--- config.mk ---
export PLATFORM = sky130hd
export DESIGN_NAME = cfm_cond_eval
export DESIGN_NICKNAME = d
export VERILOG_FILES = /design/src/rtl/cfm_pkg.sv /design/src/rtl/cfm_decode.sv /design/src/rtl/cfm_fcc_eval.sv /design/src/rtl/cfm_icc_eval.sv /design/src/rtl/cfm_reg_eval.sv /design/src/rtl/cfm_cond_eval.sv
export SDC_FILE = /design/constraint.sdc
export NUM_CORES = 1
export LEC_CHECK = 0
export ABC_AREA = 1
export BUFFER_PORTS_ARGS = -buffer_cell sky130_fd_sc_hd__buf_2
export CAP_MARGIN = 20
export CORE_AREA = 4 4 204 206
export DETAILED_ROUTE_END_ITERATION = 10
export DIE_AREA = 0 0 208 210
export PLACE_DENSITY = 0.48
export SLEW_MARGIN = 20
export SYNTH_ARGS = -nofsm -noshare
export SYNTH_HDL_FRONTEND = slang
export SYNTH_SLANG_ARGS = --single-unit
--- constraint.sdc ---
create_clock -name vclk -period 8.3
set_input_delay 1.245 -clock vclk [all_inputs]
set_output_delay 1.245 -clock vclk [all_outputs]
set_load 0.05 [all_outputs]
--- src/rtl/cfm_pkg.sv ---
package cfm_pkg;
  localparam int INSN_W = 32;
  localparam int CEXC_W = 5;
  localparam int NUM_FCC = 4;

  typedef enum logic [1:0] {
    FAM_NONE = 2'd0,
    FAM_FCC  = 2'd1,
    FAM_ICC  = 2'd2,
    FAM_REG  = 2'd3
  } cfm_fam_e;

  localparam logic [1:0] OP_ARITH   = 2'b10;
  localparam logic [5:0] OP3_FMOVC  = 6'b110101;
  localparam logic [5:0] OP3_FPLAIN = 6'b110100;
  localparam logic [8:0] OPF_MOVQ   = 9'h003;

  // slot positions of the four fp comparison results in the status word
  function automatic int fcc_lsb(input int idx);
    return (idx == 0) ? 10 : 30 + 2 * idx;
  endfunction
endpackage

--- src/rtl/cfm_decode.sv ---
module cfm_decode
  import cfm_pkg::*;
(
  input  logic       clk_i,
  input  logic       rst_ni,
  input  logic [1:0] op_i,
  input  logic [5:0] op3_i,
  input  logic [18:5] fld_i,
  output cfm_fam_e   fam_o,
  output logic [1:0] fcc_sel_o,
  output logic       xcc_sel_o,
  output logic [2:0] cc_test_o,
  output logic       cc_inv_o,
  output logic [1:0] rtest_o,
  output logic       rinv_o,
  output logic       rs1_zero_o
);
  logic [8:0] opf;
  logic       fmov2;

  assign opf   = fld_i[13:5];
  assign fmov2 = (op_i == OP_ARITH) && (op3_i == OP3_FMOVC);

  always_comb begin
    fam_o = FAM_NONE;
    if (fmov2) begin
      if (!opf[8] && opf[5:0] == 6'b000011)                 fam_o = FAM_FCC;
      else if (opf[8] && opf[6:0] == 7'b0000011)            fam_o = FAM_ICC;
      else if (!opf[8] && opf[4:0] == 5'b00111 && |opf[6:5]) fam_o = FAM_REG;
    end
  end

  assign fcc_sel_o  = fld_i[12:11];
  assign xcc_sel_o  = fld_i[12];
  assign cc_test_o  = fld_i[16:14];
  assign cc_inv_o   = fld_i[17];
  assign rtest_o    = fld_i[11:10];
  assign rinv_o     = fld_i[12];
  assign rs1_zero_o = (fld_i[18:14] == 5'd0);

  AST_NOT_FMOV_NONE: assert property (@(posedge clk_i) disable iff (!rst_ni)
    !fmov2 |-> fam_o == FAM_NONE) else $error("decode family without opcode");
endmodule

--- src/rtl/cfm_fcc_eval.sv ---
module cfm_fcc_eval
  import cfm_pkg::*;
(
  input  logic                    clk_i,
  input  logic                    rst_ni,
  input  logic [NUM_FCC-1:0][1:0] slots_i,
  input  logic [1:0]              sel_i,
  input  logic [2:0]              test_i,
  output logic                    hit_o
);
  logic [1:0] f;

  assign f = slots_i[sel_i];

  always_comb begin
    unique case (test_i)
      3'd0:    hit_o = 1'b0;
      3'd1:    hit_o = (f != 2'd0);
      3'd2:    hit_o = (f == 2'd1) || (f == 2'd2);
      3'd3:    hit_o = f[0];
      3'd4:    hit_o = (f == 2'd1);
      3'd5:    hit_o = f[1];
      3'd6:    hit_o = (f == 2'd2);
      default: hit_o = (f == 2'd3);
    endcase
  end

  AST_FCC_NEVER: assert property (@(posedge clk_i) disable iff (!rst_ni)
    test_i == 3'd0 |-> !hit_o) else $error("fcc never test hit");
  AST_FCC_UNORD: assert property (@(posedge clk_i) disable iff (!rst_ni)
    test_i == 3'd7 |-> hit_o == (slots_i[sel_i] == 2'd3)) else $error("fcc unordered");
endmodule

--- src/rtl/cfm_icc_eval.sv ---
module cfm_icc_eval (
  input  logic       clk_i,
  input  logic       rst_ni,
  input  logic [7:0] icc_i,
  input  logic       xcc_i,
  input  logic [2:0] test_i,
  output logic       hit_o
);
  logic [3:0] nib;
  logic n, z, v, c, lt;

  assign nib = xcc_i ? icc_i[7:4] : icc_i[3:0];
  assign {n, z, v, c} = nib;
  assign lt = n ^ v;

  always_comb begin
    unique case (test_i)
      3'd0:    hit_o = 1'b0;
      3'd1:    hit_o = z;
      3'd2:    hit_o = z | lt;
      3'd3:    hit_o = lt;
      3'd4:    hit_o = c | z;
      3'd5:    hit_o = c;
      3'd6:    hit_o = n;
      default: hit_o = v;
    endcase
  end

  AST_ICC_NEG: assert property (@(posedge clk_i) disable iff (!rst_ni)
    test_i == 3'd6 |-> hit_o == (xcc_i ? icc_i[7] : icc_i[3])) else $error("icc neg");
  AST_ICC_NEVER: assert property (@(posedge clk_i) disable iff (!rst_ni)
    test_i == 3'd0 |-> !hit_o) else $error("icc never");
endmodule

--- src/rtl/cfm_reg_eval.sv ---
module cfm_reg_eval #(
  parameter int XLEN = 64
) (
  input  logic            clk_i,
  input  logic            rst_ni,
  input  logic [XLEN-1:0] val_i,
  input  logic            spec_zero_i,
  input  logic [1:0]      test_i,
  output logic            hit_o
);
  logic is_zero, is_neg;

  assign is_zero = spec_zero_i || (val_i == '0);
  assign is_neg  = !spec_zero_i && val_i[XLEN-1];

  always_comb begin
    unique case (test_i)
      2'd1:    hit_o = is_zero;
      2'd2:    hit_o = is_zero | is_neg;
      2'd3:    hit_o = is_neg;
      default: hit_o = 1'b0;
    endcase
  end

  AST_REG_SPEC0: assert property (@(posedge clk_i) disable iff (!rst_ni)
    (spec_zero_i && test_i == 2'd3) |-> !hit_o) else $error("reg0 negative");
endmodule

--- src/rtl/cfm_cond_eval.sv ---
module cfm_cond_eval
  import cfm_pkg::*;
#(
  parameter int FSR_W = 64,
  parameter int XLEN  = 64,
  parameter int PC_W  = 64
) (
  input  logic              clk_i,
  input  logic              rst_ni,
  input  logic [31:0]       insn_i,
  input  logic [FSR_W-1:0]  fsr_i,
  input  logic [7:0]        icc_i,
  input  logic [XLEN-1:0]   rs1_val_i,
  input  logic [PC_W-1:0]   pc_i,
  input  logic [PC_W-1:0]   npc_i,
  output logic              valid_o,
  output logic              take_o,
  output logic              skip_o,
  output logic [31:0]       insn_o,
  output logic [FSR_W-1:0]  fsr_o,
  output logic [PC_W-1:0]   pc_o,
  output logic [PC_W-1:0]   npc_o
);
  localparam logic [PC_W-1:0] PC_STEP = PC_W'(4);

  cfm_fam_e   fam;
  logic [1:0] fcc_sel, rtest;
  logic       xcc_sel, cc_inv, rinv, rs1_zero;
  logic [2:0] cc_test;
  logic       fcc_hit, icc_hit, reg_hit, cond;
  logic [NUM_FCC-1:0][1:0] slots;

  for (genvar g = 0; g < NUM_FCC; g++) begin : g_slot
    assign slots[g] = fsr_i[fcc_lsb(g) +: 2];
  end

  cfm_decode u_dec (
    .clk_i, .rst_ni,
    .op_i(insn_i[31:30]), .op3_i(insn_i[24:19]), .fld_i(insn_i[18:5]),
    .fam_o(fam), .fcc_sel_o(fcc_sel), .xcc_sel_o(xcc_sel),
    .cc_test_o(cc_test), .cc_inv_o(cc_inv), .rtest_o(rtest),
    .rinv_o(rinv), .rs1_zero_o(rs1_zero)
  );

  cfm_fcc_eval u_fcc (
    .clk_i, .rst_ni, .slots_i(slots), .sel_i(fcc_sel),
    .test_i(cc_test), .hit_o(fcc_hit)
  );

  cfm_icc_eval u_icc (
    .clk_i, .rst_ni, .icc_i, .xcc_i(xcc_sel),
    .test_i(cc_test), .hit_o(icc_hit)
  );

  cfm_reg_eval #(.XLEN(XLEN)) u_reg (
    .clk_i, .rst_ni, .val_i(rs1_val_i), .spec_zero_i(rs1_zero),
    .test_i(rtest), .hit_o(reg_hit)
  );

  always_comb begin
    unique case (fam)
      FAM_FCC: cond = fcc_hit ^ cc_inv;
      FAM_ICC: cond = icc_hit ^ cc_inv;
      FAM_REG: cond = reg_hit ^ rinv;
      default: cond = 1'b0;
    endcase
  end

  assign valid_o = (fam != FAM_NONE);
  assign take_o  = valid_o && cond;
  assign skip_o  = valid_o && !cond;

  always_comb begin
    insn_o = insn_i;
    fsr_o  = fsr_i;
    pc_o   = pc_i;
    npc_o  = npc_i;
    if (take_o) begin
      insn_o = {OP_ARITH, insn_i[29:25], OP3_FPLAIN, 5'd0, OPF_MOVQ, insn_i[4:0]};
    end else if (skip_o) begin
      fsr_o[CEXC_W-1:0] = '0;
      pc_o  = npc_i;
      npc_o = npc_i + PC_STEP;
    end
  end

  AST_ONE_OUTCOME: assert property (@(posedge clk_i) disable iff (!rst_ni)
    valid_o |-> $countones({take_o, skip_o}) == 1) else $error("outcome count");
  AST_IDLE_QUIET: assert property (@(posedge clk_i) disable iff (!rst_ni)
    !valid_o |-> (!take_o && !skip_o && insn_o == insn_i)) else $error("idle drove");
  AST_SKIP_CEXC: assert property (@(posedge clk_i) disable iff (!rst_ni)
    skip_o |-> fsr_o[CEXC_W-1:0] == '0) else $error("cexc kept");
  AST_TAKE_KEEP: assert property (@(posedge clk_i) disable iff (!rst_ni)
    take_o |-> (fsr_o == fsr_i && pc_o == pc_i && npc_o == npc_i)) else $error("take moved");
endmodule

== Word level (Yosys, flattened, before mapping) ==
Cells that the tools add are included.

* Bits in latches: 0
* Memories: 0
* ROM bits: 0
* Logic and storage cells: 66
* Register bits: 0
* RAM bits: 0
* Output and inout bits: 227
* Bits of input ports: 298

* Order comparisons: 1
* Bitwise gates (word level): 7
* Multipliers: 0
* $add $sub $neg: 1
* Reduce and logical (&&, ||, !) cells: 19
* Multiplexer cells: 18
* Divide/modulo/power cells: 0
* Shift-type cells: 0
* Equal/unequal tests: 20

{| class="wikitable"
|+ Operators with widths
! kind !! number
|-
| 2-to-1 mux 64 bit || 4
|-
| adder 64 x 3 -> 64 bit, second input constant || 1
|-
| logical NOT 64 bit || 1
|-
| 2-to-1 mux 32 bit || 1
|-
| == test 2 bit, second input constant || 7
|-
| case mux 1 bit (7 select lines) || 2
|-
| 2-to-1 mux 2 bit || 5
|-
| 2-to-1 mux 5 bit || 2
|-
| == test 3 bit, second input constant || 3
|-
| logical AND 1 bit || 8
|-
| == test 7 x 2 -> 1 bit, second input constant || 1
|-
| == test 2 x 1 -> 1 bit, second input constant || 3
|-
| == test 3 x 2 -> 1 bit, second input constant || 2
|-
| == test 6 x 2 -> 1 bit, second input constant || 1
|-
| == test 6 bit, second input constant || 1
|-
| case mux 1 bit (3 select lines) || 2
|-
| == test 5 x 3 -> 1 bit, second input constant || 1
|-
| logical NOT 5 bit || 1
|-
| binary-select mux 2 bit (select 2 bit) || 1
|-
| 2-to-1 mux 4 bit || 1
|-
| nonzero test 2 bit || 2
|-
| bitwise XOR 1 bit || 4
|-
| == test 3 x 1 -> 1 bit, second input constant || 1
|-
| logical NOT 1 bit || 3
|-
| 5 further kinds || 8
|}

== Longest topological paths before layout ==
Gate-level depths: netlist of run 1.

* Word-level depth: 13
* Depth in mapped cells: 22
* Gate-level depth less buffers: 19

== Hierarchy ==
From an unflattened synthesis of run 1, not the netlist that was laid out.

* Cells, all modules: 1,141
* Area total of the unflattened synthesis: 5,489.0 um^2

{| class="wikitable"
|+ Modules (own cells, without submodules)
! module !! seq. area each (um^2) !! cells an instance !! area each (um^2) !! instances
|-
| cfm_cond_eval || 0.0 || 928 || 4,470.5 || 1
|-
| cfm_reg_eval || 0.0 || 69 || 294.0 || 1
|-
| cfm_icc_eval || 0.0 || 58 || 270.3 || 1
|-
| cfm_fcc_eval || 0.0 || 41 || 234.0 || 1
|-
| cfm_decode || 0.0 || 45 || 220.2 || 1
|}

== Worst setup path after synthesis of run 1 ==
No wires, ideal clock.

* Kind: input to output
* Start point: input port insn_i[6]
* End point: output port fsr_o[0]
* Cell stages on the path: 16
* Data required time: 7.055 ns
* Arrival: 4.140 ns
* Slack: 2.915 ns
* Buffers on the path: 1
* Cell sequence: nand2_1 -> or3b_2 -> nor4_1 -> a41oi_1 -> nor3_1 -> ha_1 -> o21a_1 -> nand2_1 -> nand3_1 -> nand3_1 -> nand2_2 -> nand2_4 -> nand2_2 -> buf_4 -> inv_1 -> nor2_1

* Cells in the longest elaborated chain, start to end: 13
* Elaborated cells on any way between the ends: 21
* Those cells by class: eq/ne: 6; mux: 7; reduce/logical: 8

{| class="wikitable"
|+ Ends and longest elaborated chain
! element !! line !! source
|-
| start: declaration || cfm_cond_eval.sv:10 || <nowiki>input logic [31:0] insn_i,</nowiki>
|-
| == test 5 x 3 -> 1 bit || cfm_decode.sv:29 || <nowiki>else if (!opf[8] && opf[4:0] == 5'b00111 && |opf[6:5]) fam_o = FAM_REG;</nowiki>
|-
| logical AND 1 bit (2 in series) || cfm_decode.sv:29 ||
|-
| 2-to-1 mux 2 bit || cfm_decode.sv:29 ||
|-
| 2-to-1 mux 2 bit || cfm_decode.sv:28 || <nowiki>else if (opf[8] && opf[6:0] == 7'b0000011) fam_o = FAM_ICC;</nowiki>
|-
| 2-to-1 mux 2 bit (*) || cfm_decode.sv:27 || <nowiki>if (!opf[8] && opf[5:0] == 6'b000011) fam_o = FAM_FCC;</nowiki>
|-
| 2-to-1 mux 2 bit (*) || cfm_decode.sv:26 || <nowiki>if (fmov2) begin</nowiki>
|-
| == test 2 bit / == test 2 x 1 -> 1 bit (equally long branches) || cfm_cond_eval.sv:61 || <nowiki>unique case (fam)</nowiki>
|-
| case mux 1 bit (3 select lines) || cfm_cond_eval.sv:61 ||
|-
| logical NOT 1 bit || cfm_cond_eval.sv:71 || <nowiki>assign skip_o = valid_o && !cond;</nowiki>
|-
| logical AND 1 bit (*) || cfm_cond_eval.sv:71 ||
|-
| via skip_o || cfm_cond_eval.sv:18 || <nowiki>output logic skip_o,</nowiki>
|-
| 2-to-1 mux 5 bit (*) || cfm_cond_eval.sv:80 || <nowiki>end else if (skip_o) begin</nowiki>
|-
| 2-to-1 mux 5 bit (*) || cfm_cond_eval.sv:78 || <nowiki>if (take_o) begin</nowiki>
|-
| end: declaration || cfm_cond_eval.sv:20 || <nowiki>output logic [FSR_W-1:0] fsr_o,</nowiki>
|}

The timed path passes the listed nets; every way through them passes the cells marked *.

== Worst setup path after layout of run 1 ==
* Start point: input port insn_i[5]
* End point: output port pc_o[34]

* Cells in the longest elaborated chain, start to end: 13
* Elaborated cells on any way between the ends: 21
* Those cells by class: eq/ne: 6; mux: 7; reduce/logical: 8

{| class="wikitable"
|+ Ends and longest elaborated chain
! element !! line !! source
|-
| == test 5 x 3 -> 1 bit || cfm_decode.sv:29 ||
|-
| logical AND 1 bit (2 in series) || cfm_decode.sv:29 ||
|-
| 2-to-1 mux 2 bit || cfm_decode.sv:29 ||
|-
| 2-to-1 mux 2 bit || cfm_decode.sv:28 ||
|-
| 2-to-1 mux 2 bit (*) || cfm_decode.sv:27 ||
|-
| 2-to-1 mux 2 bit (*) || cfm_decode.sv:26 ||
|-
| == test 2 bit / == test 2 x 1 -> 1 bit (equally long branches) || cfm_cond_eval.sv:61 ||
|-
| case mux 1 bit (3 select lines) || cfm_cond_eval.sv:61 ||
|-
| logical NOT 1 bit || cfm_cond_eval.sv:71 ||
|-
| logical AND 1 bit || cfm_cond_eval.sv:71 ||
|-
| 2-to-1 mux 64 bit || cfm_cond_eval.sv:80 ||
|-
| 2-to-1 mux 64 bit (*) || cfm_cond_eval.sv:78 ||
|-
| end: declaration || cfm_cond_eval.sv:21 || <nowiki>output logic [PC_W-1:0] pc_o,</nowiki>
|}

Mark *: on every way between the ends. The rest lies on a longest branch, timed or not.

==> results of run 1 <==
==> synth_stat cells, drive strengths merged <==
cell type / count
or2: 2
nor4b: 1
ha: 9
a21oi: 1
clkbuf: 16
nand4: 24
buf: 105
xor2: 27
nor4: 15
nand3: 170
and2: 1
or4: 1
a41oi: 1
nor3: 34
nand2: 442
o21ai: 6
or3: 2
inv: 103
nor2: 128
or3b: 1
nand3b: 3
o21a: 1
xnor2: 17
==> area by class of cell <==
class,instances,area [sq um]
fillers,4774,32500
inverters,103,392
multi-input cells,886,4050
well taps,525,657
repair buffers,406,2040
==> worst max-delay path by stage <==
stage / endpoint / slack, ps / depth (start not counted)
after CTS: pc_o[28] / 1570 / 18
final: pc_o[34] / 1630 / 18
after global routing: npc_o[19] / 1120 / 18
after detailed placement: npc_o[19] / 1580 / 18
after global placement: npc_o[19] / 1660 / 18
after floorplan: fsr_o[0] / 2920 / 16
==> logic make-up after synthesis <==
group | Yosys count
simple gates | 824
buf+inv | 224
xor+xnor | 44
compound gates | 9
fa+ha+maj | 9
==> power groups by stage <==
stage | clock network [W] | registers (W) | logic, W
2_1_floorplan | 0 | 0 | 0.000316
3_3_place_gp | 0 | 0 | 0.000380
3_5_place_dp | 0 | 0 | 0.000381
4_1_cts | 0 | 0 | 0.000382
5_1_grt | 0 | 0 | 0.000409
6_report | 0 | 0 | 0.000378
==> per-layer routing <==
layer,part of all wire (%),routed length [um]
met3,7.2,2350
met4,1.6,529
met5,0.040,13
met1,45,14600
met2,46,15200
==> through the flow <==
step           hold slack (ps)  cell area, sq um  total power [W]
2_1_floorplan             2660              5280         0.000316
3_3_place_gp              2490              7140         0.000380
3_5_place_dp              2490              7140         0.000381
4_1_cts                   2490              7140         0.000382
5_1_grt                   2490              7140         0.000409
6_report                  2490              7140         0.000378
==> worst max-delay path: cells and delay by family <==
family	cells	cell delay [ps]
and+or+nand+nor	12	2610
buffers and inverters	3	1000
adders and majority gates	1	280
AOI/OAI and AO/OA	2	220
==> out/metrics.cfg, run 1 <==
[timing]
relSlewSlack_pct = 32.5
finalSetupViolCount = 0
setup_ws_ps = 1630
fin_crit_sh_pct = 80.4
max_freq_mhz = 150
drv_slew = 0
tightest_slew_ps = 1010
hold_violations = 0
fin_crit_ps = 6670
rsz0062_at_grt = false
tns_ps = 0

[detailed_routing]
wl_per_cell_um = 17.0
vias_per_cell = 4.10
num_vias = 7881
drcViolationCount = 0
dr.pass1.iters = 5
wirelength_um = 32700
drt_iter0_markers = 510
ant_nets = 0

[setup_path]
cp_common_cell = nand2_1
start_kind = input port
path_cells = buf_2 -> nand2_1 -> or3b_2 -> nor4_1 -> a41oi_1 -> nor3_1 -> ha_1 -> o21a_1 -> nand2_1 -> nand3_1 -> nand3_1 -> nand2_2 -> nand2_4 -> nand2_4 -> buf_4 -> nand2_1 -> nand2_1 -> buf_2
end_kind = output pin
worstPathArrival_ps = 5430
cp-startpoint = insn_i[5]
critPathSlowestCell = nand2_4
critPathKind = input port to output pin
max_stage_delay_ps = 630
worstPathRequired_ps = 7050
cp_max_fo = 57

[power_and_ir_drop]
p_int_w = 0.000101
power_density_nw_per_um2 = 52.9
ir_worst_vdd_v = 0.0000349
swShare_pct = 73.3
seqPwrFrac_pct = 0
power_leakage_nw = 4.05
switchingPower_w = 0.000277
comb_power_share_pct = 100.0
p_clk_share_pct = 0

[global_routing]
grt_use_met2_pct = 23.3
grtUsageMet1_pct = 18.5
top_usage_layer = met2
grt-ovfl-total = 0
antenna_found_initial = 1
grt_pass1_vias = 7571
track_usage_pct = 13.8
grt_start_max_net_pins = 97
use_met3_pct = 3.24
grt_first_pass_wirelength_um = 47400

[finish]
seqCellArea_sq_um = 0
drive_gt1_share_pct = 29.9
antenna_cells = 0
nClkBuffers = 0
fin_cells = 1920
layout.nets = 1704
layout_commonest_cell = nand2_1
synthToLayoutAreaGrowth_pct = 35.3
final_cell_mix = nand2_1, buf_2, nand3_1
final_util_pct = 18.0
sequential_cell_total = 0

[floorplan]
coreArea_sq_um = 39600
pin_count = 525
rows = 73
chipWidth_um = 208
die_area_sq_um = 43700
start_util_pct = 13.3
die_h_um = 210

[yosys]
syn_area_per_cell_sq_um = 4.75
syn_nets = 1417
synth.distinct_cells = 30
synth_area_leader_cell = nand2_1
synth-xor-area-share_pct = 7.30
synth_simple_gate_area_share_pct = 66.2
yosysWarnings = 0
synth_adder_area_share_pct = 2.13
synth_top_cell_area_share_pct = 31.2
syn_inst = 1110
syn_area_sq_um = 5280
synthMuxAreaShare_pct = 0
synth_compound_area_share_pct = 0.972
synth_top_family_by_area = simple AND/OR/NAND/NOR gates
synth.area.top_cells = nand2_1, nand3_1, buf_4
synth-seq-area-share_pct = 0

[placed_design]
port_buffers = 401
dp_hpwl_um = 28400
post-place-cells = 1920
gp_congestion = 0.886
dp_slack_ps = 1580

[worst_hold_path]
hold_start = fsr_i[29]
hold_end = fsr_o[29]
worst_hold_path_type = input port to output pin
holdPathStages = 0

[clock_network]
cts_resized = 0
cts_setup_buffers = 0
hold_buffers = 0

[job]
maxCapViolCount = 0

[outcome]
status = completed

Power figures use the tool's default switching activity.
==> inputs of run 2 (changes only) <==
Settings changed: ABC_AREA 1 to 0, CORE_AREA 4 4 204 206 to 4 4 200 202, DIE_AREA 0 0 208 210 to 0 0 204 206, PLACE_DENSITY 0.48 to 0.46.
Clock period 8.3 ns to 5.9 ns, I/O delays scaled along.
==> out/metrics.cfg, run 2 <==
[outcome]
status = completed

[placed_design]
gp_congestion = 0.759
dp_hpwl_um = 17800
dp_slack_ps = 111
port_buffers = 401
post-place-cells = 1353

[finish]
antenna_cells = 0
fin_cells = 1353
final.fill_count = 4394
nClkBuffers = 0
final_util_pct = 15.6
seqCellArea_sq_um = 0
drive_gt1_share_pct = 59.5
final_cell_mix = buf_2, xor2_1, nand2_1
layout_commonest_cell = buf_2
sequential_cell_total = 0
synthToLayoutAreaGrowth_pct = 57.1
layout.nets = 1144

[floorplan]
start_util_pct = 9.93
pin_count = 525
chipWidth_um = 204
coreArea_sq_um = 38300
die_area_sq_um = 42000
die_h_um = 206
rows = 72

[yosys]
synth_top_cell_area_share_pct = 14.2
post-synth-top-count-cell = buf_4
syn_inst = 518
synth.area.top_cells = buf_4, xor2_1, mux2_2
netlist_top_cells_count = buf_4, xor2_1, nand2_1, nor3_1, mux2_2
syn_nets = 825
syn_area_sq_um = 3800
synth.distinct_cells = 48
syn_area_per_cell_sq_um = 7.34
yosysWarnings = 0
synth-seq-area-share_pct = 0
synth_area_leader_cell = buf_4

[timing]
fin_crit_ps = 5560
hold_violations = 0
tightest_slew_ps = 746
max_freq_mhz = 180
setup_ws_ps = 338
drv_slew = 0
rsz0062_at_grt = false
relSlewSlack_pct = 50.1
finalSetupViolCount = 0
tns_ps = 0
fin_crit_sh_pct = 94.3

[setup_path]
worstPathArrival_ps = 4680
cp_max_fo = 36
critPathKind = input port to output pin
start_kind = input port
worstPathRequired_ps = 5020
end_kind = output pin

[global_routing]
grt_first_pass_wirelength_um = 26900
grt-ovfl-total = 0
track_usage_pct = 8.10
grt_start_max_net_pins = 47
antenna_found_initial = 3
grt_pass1_vias = 4709

[detailed_routing]
vias_per_cell = 3.71
wirelength_um = 20100
wl_per_cell_um = 14.9
ant_nets = 0
drt_iter0_markers = 148
dr.pass1.iters = 4
drcViolationCount = 0
num_vias = 5014

[clock_network]
cts_setup_buffers = 0
cts_resized = 0
hold_buffers = 0

[power_and_ir_drop]
power_density_nw_per_um2 = 81.7
ir_worst_vdd_v = 0.0000284
finalPower_w = 0.000488
power_leakage_nw = 2.86

[job]
maxCapViolCount = 0

[worst_hold_path]
worst_hold_path_type = input port to output pin

## run 2: final timing paths
kind                    from   endpoint  cells past startpoint  slack [ps]
setup / recovery  insn_i[12]    pc_o[9]                     16         340
hold / removal     fsr_i[59]  fsr_o[59]                      0        1770
## run 2: area by class of cell
| class | instances | area, sq um | share of cell area [%] |
|---|---|---|---|
| repair buffers | 414 | 2210 | 37.1 |
| inverters | 18 | 68.8 | 1.15 |
| multi-input cells | 403 | 3040 | 50.9 |
| well taps | 518 | 648 | 10.9 |
## run 2: cells by family after synthesis
family,after synthesis,synth area share (%)
xor gates and xnor gates,65,15.0
and+or+nand+nor,229,32.9
AOI/OAI and AO/OA,31,5.69
muxes,69,23.2
adders and majority gates,9,2.96
buffers and inverters,115,20.2
## run 2: metrics by stage
step | hold slack, ps | area [sq um]
floorplan | 1940 | 3800
global placement | 1770 | 5970
detailed placement | 1770 | 5970
CTS | 1770 | 5970
global route | 1770 | 5970
finish | 1770 | 5970
## run 2: where the power goes
part           internal [W]  switching (W)  leakage, nW  total (W)
combinational      0.000155       0.000333         2.86   0.000488
sequential                0              0            0          0
clock                     0              0            0          0
## run 2: metal layers
metal  GRT usage (%)  wire, um  up-vias
li1                -         -     2400
met1            8.93      7500     2282
met2            16.0     10300      302
met3            1.88      1920       28
met4            1.24       376        2
met5               0         7        -
## run 2: worst max-delay path: stages
cell and delay, ps:
buf_2 150, mux2_2 370, o21ai_1 220, inv_1 90
ha_1 180, o21ai_0 210, o311ai_0 200, a2111oi_2 460
or3_1 190, a2111oi_2 80, a2111o_2 500, clkinv_2 90
buf_12 230, buf_4 230, mux2_2 360, buf_2 210
==> inputs of run 3 (changes only) <==
Clock period 5.9 ns to 4.8 ns, I/O delays scaled along.
==> out/metrics.cfg, run 3 (same netlist as run 2, synthesis figures left out) <==
[finish]
final.fill_count = 4185
final_cell_mix = buf_2, buf_6, buf_4
sequential_cell_total = 0
nClkBuffers = 0
final_util_pct = 22.2
drive_gt1_share_pct = 76.2
layout.nets = 1196
seqCellArea_sq_um = 0
layout_commonest_cell = buf_2
fin_area_sq_um = 8500
synthToLayoutAreaGrowth_pct = 123
antenna_cells = 0

[detailed_routing]
dr.pass1.iters = 4
num_vias = 5196
vias_per_cell = 3.70
drt_iter0_markers = 221
drcViolationCount = 0
ant_nets = 0
wl_per_cell_um = 16.0
wirelength_um = 22400

[power_and_ir_drop]
comb_power_share_pct = 100.0
seqPwrFrac_pct = 0
swShare_pct = 60.8
power_leakage_nw = 4.03
p_int_w = 0.000295
finalPower_w = 0.000752
ir_worst_vdd_v = 0.0000402
power_density_nw_per_um2 = 88.5
switchingPower_w = 0.000457
p_clk_share_pct = 0

[timing]
finalSetupViolCount = 3
hold_violations = 0
tightest_slew_ps = 738
drv_slew = 0
rsz0062_at_grt = true
setup_ws_ps = -2.09
fin_crit_sh_pct = 100
relSlewSlack_pct = 50.8
fin_crit_ps = 4800
max_freq_mhz = 208

[setup_path]
crit_cells = 18
cp_max_fo = 19
cp_num_buf_inv = 8
cp_top_family = buffers and inverters
max_stage_delay_ps = 400
critPathKind = input port to output pin
worstPathArrival_ps = 4080
path_cells = buf_8 -> buf_6 -> mux2i_2 -> nand2_1 -> o21ai_2 -> buf_4 -> ha_4 -> inv_2 -> o311ai_4 -> a2111oi_4 -> or3_4 -> a2111oi_4 -> a2111o_2 -> buf_12 -> buf_16 -> buf_8 -> mux2_2 -> buf_2
cp-startpoint = insn_i[12]
critPathSlowestCell = or3_4
worstPathRequired_ps = 4080
end_kind = output pin
start_kind = input port
worstSetupEndpoint = pc_o[1]

[global_routing]
grt_start_max_net_pins = 24
grt_first_pass_wirelength_um = 30100
antenna_found_initial = 1
grt_pass1_vias = 5117
track_usage_pct = 9.00
grt-ovfl-total = 0

[outcome]
status = finished, violations left
violations = setup timing

[floorplan]
die_h_um = 206
pin_count = 525
chipWidth_um = 204
start_util_pct = 9.93
coreArea_sq_um = 38300
die_area_sq_um = 42000
rows = 72

[placed_design]
dp_slack_ps = -397
port_buffers = 401
dp_hpwl_um = 17900
place_area_sq_um = 6920
gp_congestion = 0.798

[clock_network]
hold_buffers = 0

[job]
maxCapViolCount = 0

[worst_hold_path]
worst_hold_path_type = input port to output pin

[run 3: final cells by class]
type                            instances  area [sq um]  share of cell area [%]
Inverter                               18          80.1                   0.943
Multi-Input combinational cell        403          4150                    48.9
Tap cell                              518           648                    7.63
Timing Repair Buffer                  466          3620                    42.6
[run 3: metal layers]
metal / track usage [%] / part of all wire, % / up-vias
met4: 1.84 / 2.0 / 0
li1: - / - / 2472
met3: 1.69 / 7.5 / 32
met2: 15.7 / 51 / 234
met5: 0 / 0 / -
met1: 11.6 / 40 / 2458
[run 3: stage by stage]
step                      hold WS, ps  std cells  setup TNS [ps]
final                            1440       1405           -3.50
after global routing             1440       1405           -7930
after CTS                        1440       1397           -1330
after detailed placement         1440       1385          -37330
after global placement           1440       1385          -28780
after floorplan                  1560        518           -37.2
[run 3: repair_timing]
item,4_1_cts,5_1_grt
endpoints found under the setup margin,132,128
resized for setup,165,190
pin swaps,11,43
buffers inserted,9,6
cloned,4,2
[run 3: power groups by stage]
stage	logic, W	registers [W]	clock network (W)
after detailed placement	0.000656	0	0
after global placement	0.000654	0	0
after CTS	0.000706	0	0
after floorplan	0.000533	0	0
final	0.000752	0	0
after global routing	0.000788	0	0
[run 3: worst min-delay path by stage]
stage	endpoint	slack, ps	start	cells after the start
4_1_cts	fsr_o[22]	1440	fsr_i[22]	0
3_5_place_dp	fsr_o[22]	1440	fsr_i[22]	0
5_1_grt	fsr_o[42]	1440	fsr_i[42]	0
6_report	fsr_o[23]	1440	fsr_i[23]	0
2_1_floorplan	npc_o[55]	1560	npc_i[55]	1
3_3_place_gp	fsr_o[22]	1440	fsr_i[22]	0
